**src/rtl/ser_tx_pkg.sv**
```systemverilog
package ser_tx_pkg;

  typedef enum logic [1:0] {
    MD_MSB   = 2'b00,
    MD_LSB8  = 2'b01,
    MD_ULAW  = 2'b10,
    MD_ALAW  = 2'b11
  } tx_mode_e;

  // length code to bit count
  function automatic logic [5:0] wlen_bits(input logic [2:0] code);
    case (code)
      3'd0:    return 6'd8;
      3'd1:    return 6'd12;
      3'd2:    return 6'd16;
      3'd3:    return 6'd20;
      3'd4:    return 6'd24;
      default: return 6'd32;
    endcase
  endfunction

endpackage

```
**src/rtl/ser_tx_edge.sv**
```systemverilog
module ser_tx_edge (
  input  logic clk,
  input  logic rst,
  input  logic bclk,
  input  logic fsync,
  input  logic fall_sel,
  output logic act_edge,
  output logic fs_s
);
  logic b0, b1, b2, f0, f1;

  always_ff @(posedge clk) begin
    if (rst) begin
      b0 <= 1'b0; b1 <= 1'b0; b2 <= 1'b0;
      f0 <= 1'b0; f1 <= 1'b0;
    end else begin
      b0 <= bclk;  b1 <= b0;  b2 <= b1;
      f0 <= fsync; f1 <= f0;
    end
  end

  // frame sync stage lines up with the bit clock stage that is compared
  assign act_edge = fall_sel ? (!b1 && b2) : (b1 && !b2);
  assign fs_s     = f1;
endmodule

```
**src/rtl/ser_tx_compress.sv**
```systemverilog
module ser_tx_compress #(
  parameter int DATA_W = 16,
  parameter int CODE_W = 8
) (
  input  logic [DATA_W-1:0] din,
  input  logic              alaw,
  output logic [CODE_W-1:0] code
);
  logic signed [13:0] mu_s;
  logic [14:0]        mu_abs, mu_sum;
  logic [12:0]        mu_mag;
  logic [2:0]         mu_seg;
  logic [3:0]         mu_man;
  logic [7:0]         mu_code;

  logic [12:0]        a_s;
  logic               a_pos;
  logic [11:0]        a_mag;
  logic [2:0]         a_seg;
  logic [3:0]         a_man;
  logic [7:0]         a_code;

  logic unused_lsbs;
  assign unused_lsbs = ^din[1:0];

  always_comb begin
    // mu-law: 14-bit sample, bias 33, clip at 8158
    mu_s   = din[15:2];
    mu_abs = mu_s[13] ? (15'd0 - {1'b1, mu_s}) : {1'b0, mu_s};
    mu_sum = mu_abs + 15'd33;
    mu_mag = (mu_abs > 15'd8158) ? 13'd8191 : mu_sum[12:0];
    mu_seg = 3'd0;
    for (int b = 6; b <= 12; b++)
      if (mu_mag[b]) mu_seg = 3'(b - 5);
    mu_man  = 4'(mu_mag >> ({1'b0, mu_seg} + 4'd1));
    mu_code = ~{mu_s[13], mu_seg, mu_man};

    // A-law: 13-bit sample, ones-complement magnitude for negatives
    a_s   = din[15:3];
    a_pos = !a_s[12];
    a_mag = a_pos ? a_s[11:0] : ~a_s[11:0];
    a_seg = 3'd0;
    for (int b = 5; b <= 11; b++)
      if (a_mag[b]) a_seg = 3'(b - 4);
    a_man  = (a_seg == 3'd0) ? a_mag[4:1] : 4'(a_mag >> a_seg);
    a_code = {1'b0, a_seg, a_man} ^ (a_pos ? 8'hD5 : 8'h55);

    code = CODE_W'(alaw ? a_code : mu_code);
  end
endmodule

```
**src/rtl/ser_tx_shift.sv**
```systemverilog
module ser_tx_shift #(
  parameter int MAX_W = 32,
  localparam int LEN_W = $clog2(MAX_W + 1),
  localparam int IDX_W = $clog2(MAX_W)
) (
  input  logic             clk,
  input  logic             rst,
  input  logic             act_edge,
  input  logic             fs,
  input  logic             load,
  input  logic [MAX_W-1:0] load_word,
  input  logic [LEN_W-1:0] load_len,
  output logic             dout,
  output logic             busy,
  output logic             uf_pulse
);
  logic [MAX_W-1:0] word_q, src_word;
  logic [LEN_W-1:0] len_q, src_len;
  logic [IDX_W-1:0] idx_q, first_idx;
  logic             active_q, busy_q, dout_q, start;

  always_comb begin
    start     = act_edge && fs && !active_q;
    src_word  = load ? load_word : word_q;
    src_len   = load ? load_len  : len_q;
    first_idx = IDX_W'(src_len - LEN_W'(1));
    uf_pulse  = start && !busy_q && !load;
  end

  always_ff @(posedge clk) begin
    if (rst) begin
      word_q   <= '0;
      len_q    <= LEN_W'(8);
      idx_q    <= '0;
      active_q <= 1'b0;
      busy_q   <= 1'b0;
      dout_q   <= 1'b0;
    end else begin
      if (load) begin
        word_q <= load_word;
        len_q  <= load_len;
        busy_q <= 1'b1;
      end
      if (start) begin
        dout_q   <= src_word[first_idx];
        idx_q    <= first_idx - IDX_W'(1);
        active_q <= 1'b1;
        busy_q   <= 1'b1;
      end else if (active_q && act_edge) begin
        dout_q <= word_q[idx_q];
        if (idx_q == '0) begin
          active_q <= 1'b0;
          busy_q   <= 1'b0;
        end else begin
          idx_q <= idx_q - IDX_W'(1);
        end
      end
    end
  end

  assign dout = dout_q;
  assign busy = busy_q;
endmodule

```
**src/rtl/ser_tx_path.sv**
```systemverilog
module ser_tx_path
  import ser_tx_pkg::*;
#(
  parameter int DATA_W     = 16,
  parameter int CODE_W     = 8,
  parameter bit COMPAND_EN = 1'b1,
  localparam int MAX_W = 2 * DATA_W,
  localparam int LEN_W = $clog2(MAX_W + 1)
) (
  input  logic              clk,
  input  logic              rst,
  input  logic              wr_en_i,
  input  logic              wr_sel_i,
  input  logic [DATA_W-1:0] wr_data_i,
  input  logic [1:0]        mode_i,
  input  logic [2:0]        wlen_i,
  input  logic              edge_sel_i,
  input  logic              bclk_i,
  input  logic              fsync_i,
  output logic              dout_o,
  output logic              rdy_o,
  output logic              underflow_o
);
  logic [DATA_W-1:0] hi_q, lo_q;
  logic              buf_full_q, uf_q;
  logic              act_edge, fs_s, sh_busy, uf_pulse, load, wr_lo;
  logic [CODE_W-1:0] cmp_code, rev8;
  logic [MAX_W-1:0]  asm_word;
  logic [LEN_W-1:0]  asm_len;

  ser_tx_edge u_edge (
    .clk(clk), .rst(rst), .bclk(bclk_i), .fsync(fsync_i),
    .fall_sel(edge_sel_i), .act_edge(act_edge), .fs_s(fs_s)
  );

  generate
    if (COMPAND_EN) begin : g_cmp
      ser_tx_compress #(.DATA_W(DATA_W), .CODE_W(CODE_W)) u_cmp (
        .din(lo_q), .alaw(mode_i[0]), .code(cmp_code)
      );
    end else begin : g_nocmp
      assign cmp_code = '0;
    end
    for (genvar i = 0; i < CODE_W; i++) begin : g_rev
      assign rev8[i] = lo_q[CODE_W-1-i];
    end
  endgenerate

  // word as it enters the shifter
  always_comb begin
    case (tx_mode_e'(mode_i))
      MD_MSB: begin
        asm_word = {hi_q, lo_q};
        asm_len  = LEN_W'(wlen_bits(wlen_i));
      end
      MD_LSB8: begin
        asm_word = MAX_W'(rev8);
        asm_len  = LEN_W'(CODE_W);
      end
      default: begin
        asm_word = MAX_W'(cmp_code);
        asm_len  = LEN_W'(CODE_W);
      end
    endcase
  end

  assign wr_lo = wr_en_i && !wr_sel_i;
  assign load  = buf_full_q && !sh_busy;

  always_ff @(posedge clk) begin
    if (rst) begin
      hi_q       <= '0;
      lo_q       <= '0;
      buf_full_q <= 1'b0;
      uf_q       <= 1'b0;
    end else begin
      if (wr_en_i && wr_sel_i) hi_q <= wr_data_i;
      if (wr_lo)               lo_q <= wr_data_i;
      if (wr_lo)               buf_full_q <= 1'b1;
      else if (load)           buf_full_q <= 1'b0;
      if (uf_pulse)            uf_q <= 1'b1;
      else if (wr_lo)          uf_q <= 1'b0;
    end
  end

  ser_tx_shift #(.MAX_W(MAX_W)) u_shift (
    .clk(clk), .rst(rst), .act_edge(act_edge), .fs(fs_s),
    .load(load), .load_word(asm_word), .load_len(asm_len),
    .dout(dout_o), .busy(sh_busy), .uf_pulse(uf_pulse)
  );

  assign rdy_o       = !buf_full_q;
  assign underflow_o = uf_q;
endmodule

```
**config.mk**
```make
export PLATFORM = sky130hd
export DESIGN_NAME = ser_tx_path
export DESIGN_NICKNAME = d
export VERILOG_FILES = /design/src/rtl/ser_tx_pkg.sv /design/src/rtl/ser_tx_edge.sv /design/src/rtl/ser_tx_compress.sv /design/src/rtl/ser_tx_shift.sv /design/src/rtl/ser_tx_path.sv
export SDC_FILE = /design/constraint.sdc
export NUM_CORES = 1
export LEC_CHECK = 0
export ABC_AREA = 1
export BUFFER_PORTS_ARGS = -buffer_cell sky130_fd_sc_hd__buf_4
export CELL_PAD_IN_SITES_DETAIL_PLACEMENT = 2
export CELL_PAD_IN_SITES_GLOBAL_PLACEMENT = 2
export CORE_MARGIN = 2
export CORE_UTILIZATION = 34
export DETAILED_ROUTE_END_ITERATION = 10
export GPL_TIMING_DRIVEN = 0
export PLACE_DENSITY = 0.9
export REMOVE_ABC_BUFFERS = 1
export SLEW_MARGIN = 20
export SYNTH_ARGS = -nofsm -noshare
export SYNTH_HDL_FRONTEND = slang
export SYNTH_HIERARCHICAL = 1
export SYNTH_SLANG_ARGS = --single-unit
export TNS_END_PERCENT = 10
```
**constraint.sdc**
```tcl
create_clock -name clk -period 4.9 [get_ports clk]
set_clock_uncertainty 0.05 [all_clocks]
set_input_delay 0.735 -clock clk [delete_from_list [all_inputs] [get_ports clk]]
set_output_delay 0.735 -clock clk [all_outputs]
set_load 0.01 [all_outputs]
```
==> results.json, run 1 <==
{
  "diodes": 0,
  "cpPeakStageDelay_ps": 430,
  "crit_arrival_ps": 4950,
  "fin_crit_ps": 4740,
  "cp_common_cell": "nand2_1",
  "maxCapViolations": 0,
  "worst_pin_slew_ps": 775,
  "internal-power_uw": 1390,
  "hold_path.class": "flip-flop to flip-flop",
  "first_iter_violations": 549,
  "use_met3_pct": 4.01,
  "critPathMaxFanout": 12,
  "grt-busiest-layer": "met2",
  "wl_per_cell_um": 23.6,
  "crit_buf_inv": 4,
  "seqCellArea_um2": 1690,
  "cts_sinks": 84,
  "cts-root-buf": "clkbuf_16",
  "yosys_warnings": 6,
  "max_freq_ghz": 0.211,
  "vias": 7960,
  "period_share_pct": 96.7,
  "slowest_stage": "dfxtp_2",
  "p_leak_uw": 0.00340,
  "postSynthCellCount": 1132,
  "sw_frac_of_total_pct": 41.9,
  "finalNonFillerCells": 1406,
  "ir_drop_mv": 0.314,
  "end_kind": "flip-flop",
  "status": "completed",
  "slew_headroom_pct": 48.3,
  "rows": 51,
  "switchingPower_uw": 1000,
  "globalRouteOverflowTotal": 0,
  "crit_family": "simple AND/OR/NAND/NOR gates",
  "cts_tree": "yes",
  "drc_errors": 0,
  "finalNetCount": 1170,
  "syn-cell-area_um2": 6800,
  "grt_pass1_vias": 8871,
  "coreArea_um2": 19500,
  "timing.hold.ws_ps": 385,
  "grt_max_degree": 67,
  "power_density_nw_per_um2": 321,
  "ant_nets": 0,
  "antenna_found_initial": 1,
  "finalHoldViolations": 0,
  "die_area_um2": 21200,
  "clkLatencyLatePin_ps": 370,
  "slew_violations": 0,
  "grt_first_pass_wirelength_um": 51000,
  "multi_input_area_um2": 4170,
  "vias_per_cell": 5.66,
  "required_ps": 5110,
  "syn2layout_area_growth_pct": 9.73,
  "die_height_um": 145,
  "grt_use_met2_pct": 55.0,
  "crit_type": "flip-flop to flip-flop",
  "cts_max_level": 3,
  "grtUsageMet1_pct": 36.1,
  "dieWidth_um": 145,
  "cts_buffers": 9,
  "drive_gt1_share_pct": 14.0,
  "totalWireLength_um": 33200,
  "initial_utilization_pct": 34.8,
  "worst_setup_path_start_kind": "flip-flop",
  "setup_tns_ps": 0,
  "clkTransAtPathRegs_ps": 80,
  "io_pins": 31,
  "pwr-share-comb_pct": 36.2,
  "grtUsageTotal_pct": 30.4,
  "dp.cells": 1387,
  "synth_area_per_cell_um2": 6.01,
  "post-dp-hpwl_um": 19500,
  "cts_hold_buf": 0,
  "setup_viol_count_final": 0,
  "sequentialPowerShare_pct": 32.0,
  "p_clk_share_pct": 31.8,
  "dr.pass1.iters": 5,
  "gp_congestion": 0.842,
  "io_buffers": 30,
  "cts_buffer_depth": 2,
  "fin_util_pct": 38.2,
  "fill_cells": 2450
}
layout make-up:
type                    instances  area share (%)
repair buffers                 35            4.63
clock buffers                  12            3.30
clock inverters                 4           0.754
well taps                     265            4.44
flip-flops and latches         84            22.6
inverters                     163            8.43
multi-input cells             843            55.8
layer usage:
metal,vias to the layer above,wire [µm]
met3,91,1410
met1,4035,13500
met2,272,16900
met4,2,1300
li1,3560,-
met5,-,19
metrics by stage:
step	instance area, µm²	total power, µW	setup slack, ps
floorplan	6470	1300	414
detailed placement	7090	1550	153
CTS	7430	2370	40.0
global route	7470	2510	-125
global placement	7030	1500	-1630
finish	7470	2400	163
layout by cell type, fill, tap and decap left out, drive strengths merged:
cell type and n:
or2 2, nor3 6, o41ai 1, nor2 171
o31ai 1, o211ai 9, inv 164, nand4 6
nand3b 19, clkbuf 13, ha 6, xor2 3
o21ai 65, conb 3, a211oi 3, o311ai 1
dfxtp 84, o21bai 2, nand3 144, o22ai 2
bufinv 1, buf 34, a21oi 41, xnor2 4
clkinv 2, nand2 354
final timing paths:
check | startpoint | to | slack (ps) | cells after the start
max | lo_q[2] | u_shift/dout | 160 | 35
min | u_edge/b0 | u_edge/b1 | 380 | 2
max reg2reg | lo_q[2] | u_shift/dout | 160 | 35
min reg2reg | u_edge/b0 | u_edge/b1 | 380 | 2
registers in the layout (all words and copies together), names as in the netlist, 5 cells and up:
name            count
hi_q               16
lo_q               16
u_shift/idx_q       5
u_shift/len_q       5
u_shift/word_q     32
worst register-to-register path: cells and delay by family, from the launching register on:
| family | cells | cell delay, ps |
|---|---|---|
| DFF | 1 | 430 |
| adders and majority gates | 2 | 570 |
| buffers and inverters | 4 | 460 |
| and+or+nand+nor | 27 | 2710 |
| AOI/OAI and AO/OA | 2 | 420 |
power groups by stage:
stage / Clock, µW / Combinational [µW] / Sequential (µW)
after CTS: 763 / 839 / 767
after global placement: 0 / 726 / 773
final: 763 / 866 / 767
after global routing: 795 / 942 / 769
after floorplan: 0 / 541 / 759
after detailed placement: 0 / 773 / 778
repair_timing:
item / CTS / global route
setup endpoints to repair: 1 / 1
buffers inserted: 2 / 1
gates resized for setup: 1 / 4
(Power assumes the default switching activity.)
==> run 2: changes to the inputs <==
Settings changed: REMOVE_ABC_BUFFERS 1 to unset.
==> results.json, run 2 (same netlist as run 1, synthesis figures left out) <==
{
  "multi_input_area_um2": 4170,
  "max_freq_ghz": 0.222,
  "maxCapViolations": 0,
  "cp_common_cell": "nand2_1",
  "coreArea_um2": 19500,
  "mostFrequentLayoutCells": "317 x nand2_1, 153 x nor2_1, 141 x inv_1",
  "initial_utilization_pct": 34.8,
  "hold_end": "u_edge/fs_s",
  "gp_congestion": 0.850,
  "end_kind": "flip-flop",
  "dieWidth_um": 145,
  "setup_viol_count_final": 0,
  "worst_setup_path_start_kind": "flip-flop",
  "slew_violations": 0,
  "top_regs": "u_shift/word_q: 32 flops, hi_q: 16 flops, lo_q: 16 flops",
  "die_height_um": 145,
  "vias_per_cell": 5.51,
  "ant_nets": 0,
  "period_share_pct": 92.1,
  "drc_errors": 0,
  "grt_max_degree": 16,
  "fill_cells": 2470,
  "cpPeakStageDelay_ps": 450,
  "cts_max_level": 3,
  "r2r_cells": 36,
  "timing.hold.ws_ps": 399,
  "largest_reg_flops": 32,
  "crit-reg2reg-capture": "u_shift/dout",
  "fin_crit_ps": 4510,
  "placed_area_um2": 7350,
  "grtUsageTotal_pct": 30.7,
  "worst_pin_slew_ps": 688,
  "power_density_nw_per_um2": 319,
  "cts_buffers": 9,
  "finalNetCount": 1209,
  "clkLatencyLatePin_ps": 370,
  "totalWireLength_um": 32700,
  "rrSetupSlack_ps": 390,
  "min_from": "u_edge/f0",
  "p_leak_uw": 0.00357,
  "hold_depth": 2,
  "globalRouteOverflowTotal": 0,
  "required_ps": 5100,
  "ir_drop_mv": 0.251,
  "first_iter_violations": 447,
  "cts_tree": "yes",
  "finalHoldViolations": 0,
  "die_area_um2": 21200,
  "antenna_found_initial": 0,
  "seqCellArea_um2": 1680,
  "post-dp-hpwl_um": 22400,
  "crit_type": "flip-flop to flip-flop",
  "crit_arrival_ps": 4710,
  "grt_pass1_vias": 9085,
  "io_buffers": 27,
  "cts_hold_buf": 0,
  "fin_util_pct": 39.6,
  "final_common_cell": "nand2_1",
  "rows": 51,
  "grt_first_pass_wirelength_um": 51400,
  "status": "completed",
  "slowest_stage": "dfxtp_2",
  "setup_tns_ps": 0,
  "clkTransAtPathRegs_ps": 70,
  "r2r_start": "lo_q[2]",
  "wl_per_cell_um": 22.6,
  "dr.pass1.iters": 5,
  "syn2layout_area_growth_pct": 13.8,
  "fin_area_um2": 7740,
  "drive_gt1_share_pct": 16.4,
  "cts_sinks": 84,
  "diodes": 0,
  "vias": 7957,
  "hold_path.class": "flip-flop to flip-flop",
  "cts_buffer_depth": 2,
  "regMostFlops": "u_shift/word_q",
  "cts-root-buf": "clkbuf_16",
  "slew_headroom_pct": 54.2,
  "startpoint": "lo_q[2]",
  "critPathMaxFanout": 10,
  "io_pins": 31
}
[run 2: cell count changes in the layout (fill, tap and decap cells not counted), sizes merged]
cell	delta
clkinv	-1
inv	-2
clkbuf	+3
buf	+33
clkinvlp	+4
bufinv	+2
[run 2: final cells by class]
class	instances	share of cell area (%)
buffer	44	4.43
clock buffer	9	2.91
clock inverter	7	1.60
inverter	163	8.18
multi-input combinational	843	53.9
sequential	84	21.8
tap	265	4.28
timing repair buffer	30	2.91
[run 2: how the worst max path moves through the flow]
stage and to:
6_report u_shift/dout, 5_1_grt u_shift/dout, 3_5_place_dp u_shift/dout, 3_3_place_gp u_shift/dout
2_1_floorplan u_shift/dout, 4_1_cts u_shift/dout
[run 2: metal layers]
metal | wire, µm | GRT usage [%]
met2 | 16500 | 55.6
met4 | 1380 | 14.2
met3 | 1340 | 4.42
met1 | 13400 | 35.7
met5 | 0 | 0
[run 2: repair_timing]
action	CTS	global route
gates resized for setup	0	7
setup buffers	0	3
setup endpoints to repair	0	1
[run 2: worst max-delay path: cells and delay by family, from the launching register on]
family	cells	cell delay (ps)
AO/OA/AOI/OAI	3	450
flip-flops	1	450
adder cells (fa/ha/maj)	2	560
AND/OR/NAND/NOR	26	2250
buffers and inverters	5	610
[run 2: metrics by stage]
stage,total power [µW],std cells,worst slack (ps)
global route,2590,1445,-77.3
detailed placement,1590,1426,360
floorplan,1350,1134,1380
CTS,2460,1442,255
finish,2470,1445,387
global placement,1540,1426,579
[run 2: report_power, final]
| group | leakage, µW | internal, µW | switching [µW] | total [µW] |
|---|---|---|---|---|
| combinational | 0.00272 | 275 | 600 | 875 |
| sequential | 0.000688 | 719 | 43.7 | 763 |
| clock | 0.000160 | 502 | 330 | 832 |
==> run 3: changes to the inputs <==
Settings changed: ABC_AREA 1 to 0, CORE_UTILIZATION 34 to 39, PLACE_DENSITY 0.9 to 0.91.
==> results.json, run 3 <==
{
  "period_share_pct": 113,
  "max_freq_ghz": 0.181,
  "coreArea_um2": 16400,
  "place_ws_ps": -1040,
  "postSynthCellCount": 774,
  "regMostFlops": "u_shift/word_q",
  "power_density_nw_per_um2": 271,
  "clkLatencyLatePin_ps": 370,
  "die_area_um2": 17600,
  "grt_max_degree": 13,
  "globalRouteOverflowTotal": 0,
  "syn2layout_area_growth_pct": 23.2,
  "required_ps": 5080,
  "finalHoldViolations": 0,
  "ir_drop_mv": 0.314,
  "clkTransAtPathRegs_ps": 60,
  "finalNonFillerCells": 1077,
  "largest_reg_flops": 32,
  "cp_cell_sequence": "clkbuf_4, mux2_2, ha_2, inv_1, a211oi_4, buf_6, o2111ai_4, xnor2_2, buf_4, a2111o_1, a21oi_4, buf_6, mux2i_2, a22o_1, a211o_1, nand2_2, o21ai_2, mux4_2, mux2i_1, mux2i_1, mux2i_1, mux2_4, o31ai_1",
  "worst_pin_slew_ps": 772,
  "io_pins": 31,
  "power_uw": 2160,
  "final_common_cell": "nand2_1",
  "rows": 47,
  "drive_gt1_share_pct": 25.3,
  "totalWireLength_um": 34500,
  "cts_tree": "yes",
  "mostFrequentLayoutCells": "105 x nand2_1, 77 x mux2i_1, 76 x dfxtp_1",
  "slowest_stage": "mux4_2",
  "dr.pass1.iters": 5,
  "vias": 7235,
  "cpPeakStageDelay_ps": 470,
  "crit_arrival_ps": 5720,
  "post-dp-hpwl_um": 20000,
  "grt_pass1_vias": 7787,
  "yosys_warnings": 6,
  "p_leak_uw": 0.00303,
  "end_kind": "flip-flop",
  "status": "finished with violations",
  "fin_ws_ps": -634,
  "gp_congestion": 0.881,
  "die_height_um": 133,
  "dp.cells": 1025,
  "drc_errors": 0,
  "maxCapViolations": 0,
  "cts-root-buf": "clkbuf_16",
  "worst_setup_path_start_kind": "flip-flop",
  "wl_per_cell_um": 32.0,
  "ant_nets": 0,
  "setup_viol_count_final": 3,
  "cts_max_level": 3,
  "top_regs": "u_shift/word_q: 32 flops, hi_q: 16 flops, lo_q: 16 flops",
  "grt_first_pass_wirelength_um": 49900,
  "finalNetCount": 888,
  "crit_type": "flip-flop to flip-flop",
  "hold_path.class": "flip-flop to flip-flop",
  "cts_sinks": 84,
  "slew_violations": 0,
  "fin_crit_ps": 5530,
  "syn-cell-area_um2": 6460,
  "cts_hold_buf": 0,
  "vias_per_cell": 6.72,
  "rsz0062_at_grt": "true",
  "grtUsageTotal_pct": 37.8,
  "diodes": 0,
  "violations": "setup timing",
  "antenna_found_initial": 0,
  "cts_buffer_depth": 2,
  "timing.hold.ws_ps": 385,
  "synth_area_per_cell_um2": 8.34,
  "initial_utilization_pct": 39.4,
  "dieWidth_um": 133,
  "cp_common_cell": "mux2i_1",
  "first_iter_violations": 759,
  "fin_util_pct": 48.5,
  "slew_headroom_pct": 48.4,
  "cts_buffers": 9,
  "critPathMaxFanout": 10,
  "io_buffers": 29
}
==> run 3: final cells by class <==
| type | instances | area [µm²] |
|---|---|---|
| Clock buffer | 11 | 233 |
| Inverter | 16 | 60.1 |
| Multi-Input combinational cell | 615 | 4730 |
| Buffer | 59 | 368 |
| Tap cell | 220 | 275 |
| Fill cell | 1758 | 8450 |
| Clock inverter | 3 | 40.0 |
| Timing Repair Buffer | 69 | 549 |
| Sequential cell | 84 | 1700 |
==> run 3: path summary, 6_finish.rpt <==
check        startpoint      endpoint  slack [ps]  cells past startpoint
max            lo_q[15]  u_shift/dout        -630                     23
min           u_edge/b0     u_edge/b1         390                      1
max reg2reg    lo_q[15]  u_shift/dout        -630                     23
min reg2reg   u_edge/b0     u_edge/b1         390                      1
==> run 3: power breakdown <==
part / switching, µW / internal, µW
clock: 298 / 388
combinational: 452 / 291
sequential: 26.8 / 704
==> run 3: metrics by stage <==
step	area, µm²	TNS (ps)
after floorplan	6470	0
after global placement	6960	-618
after detailed placement	6960	-1560
after CTS	7740	-261
after global routing	7960	-825
final	7960	-643
==> run 3: repair_timing <==
action,4_1_cts,5_1_grt
setup endpoints to repair,6,3
pin swaps,18,19
setup buffers,28,12
resized for setup,70,34
==> run 3: worst max-delay path: cells and delay by family, from the launching register on <==
kind,cells,cell delay (ps)
and+or+nand+nor,1,100
muxes,7,1610
AOI/OAI and AO/OA,8,1840
xor gates and xnor gates,1,190
DFF,1,450
buffers and inverters,5,910
adders and majority gates,1,230
==> run 3: routing by layer <==
layer / GRT usage [%] / share of wire [%] / up-vias / wire length, µm
met2: 63.4 / 48 / 461 / 16600
met5: 0 / 0 / - / 0
met1: 44.8 / 38 / 3671 / 13000
li1: - / - / 2930 / -
met3: 6.97 / 7.3 / 173 / 2520
met4: 22.9 / 6.9 / 0 / 2370
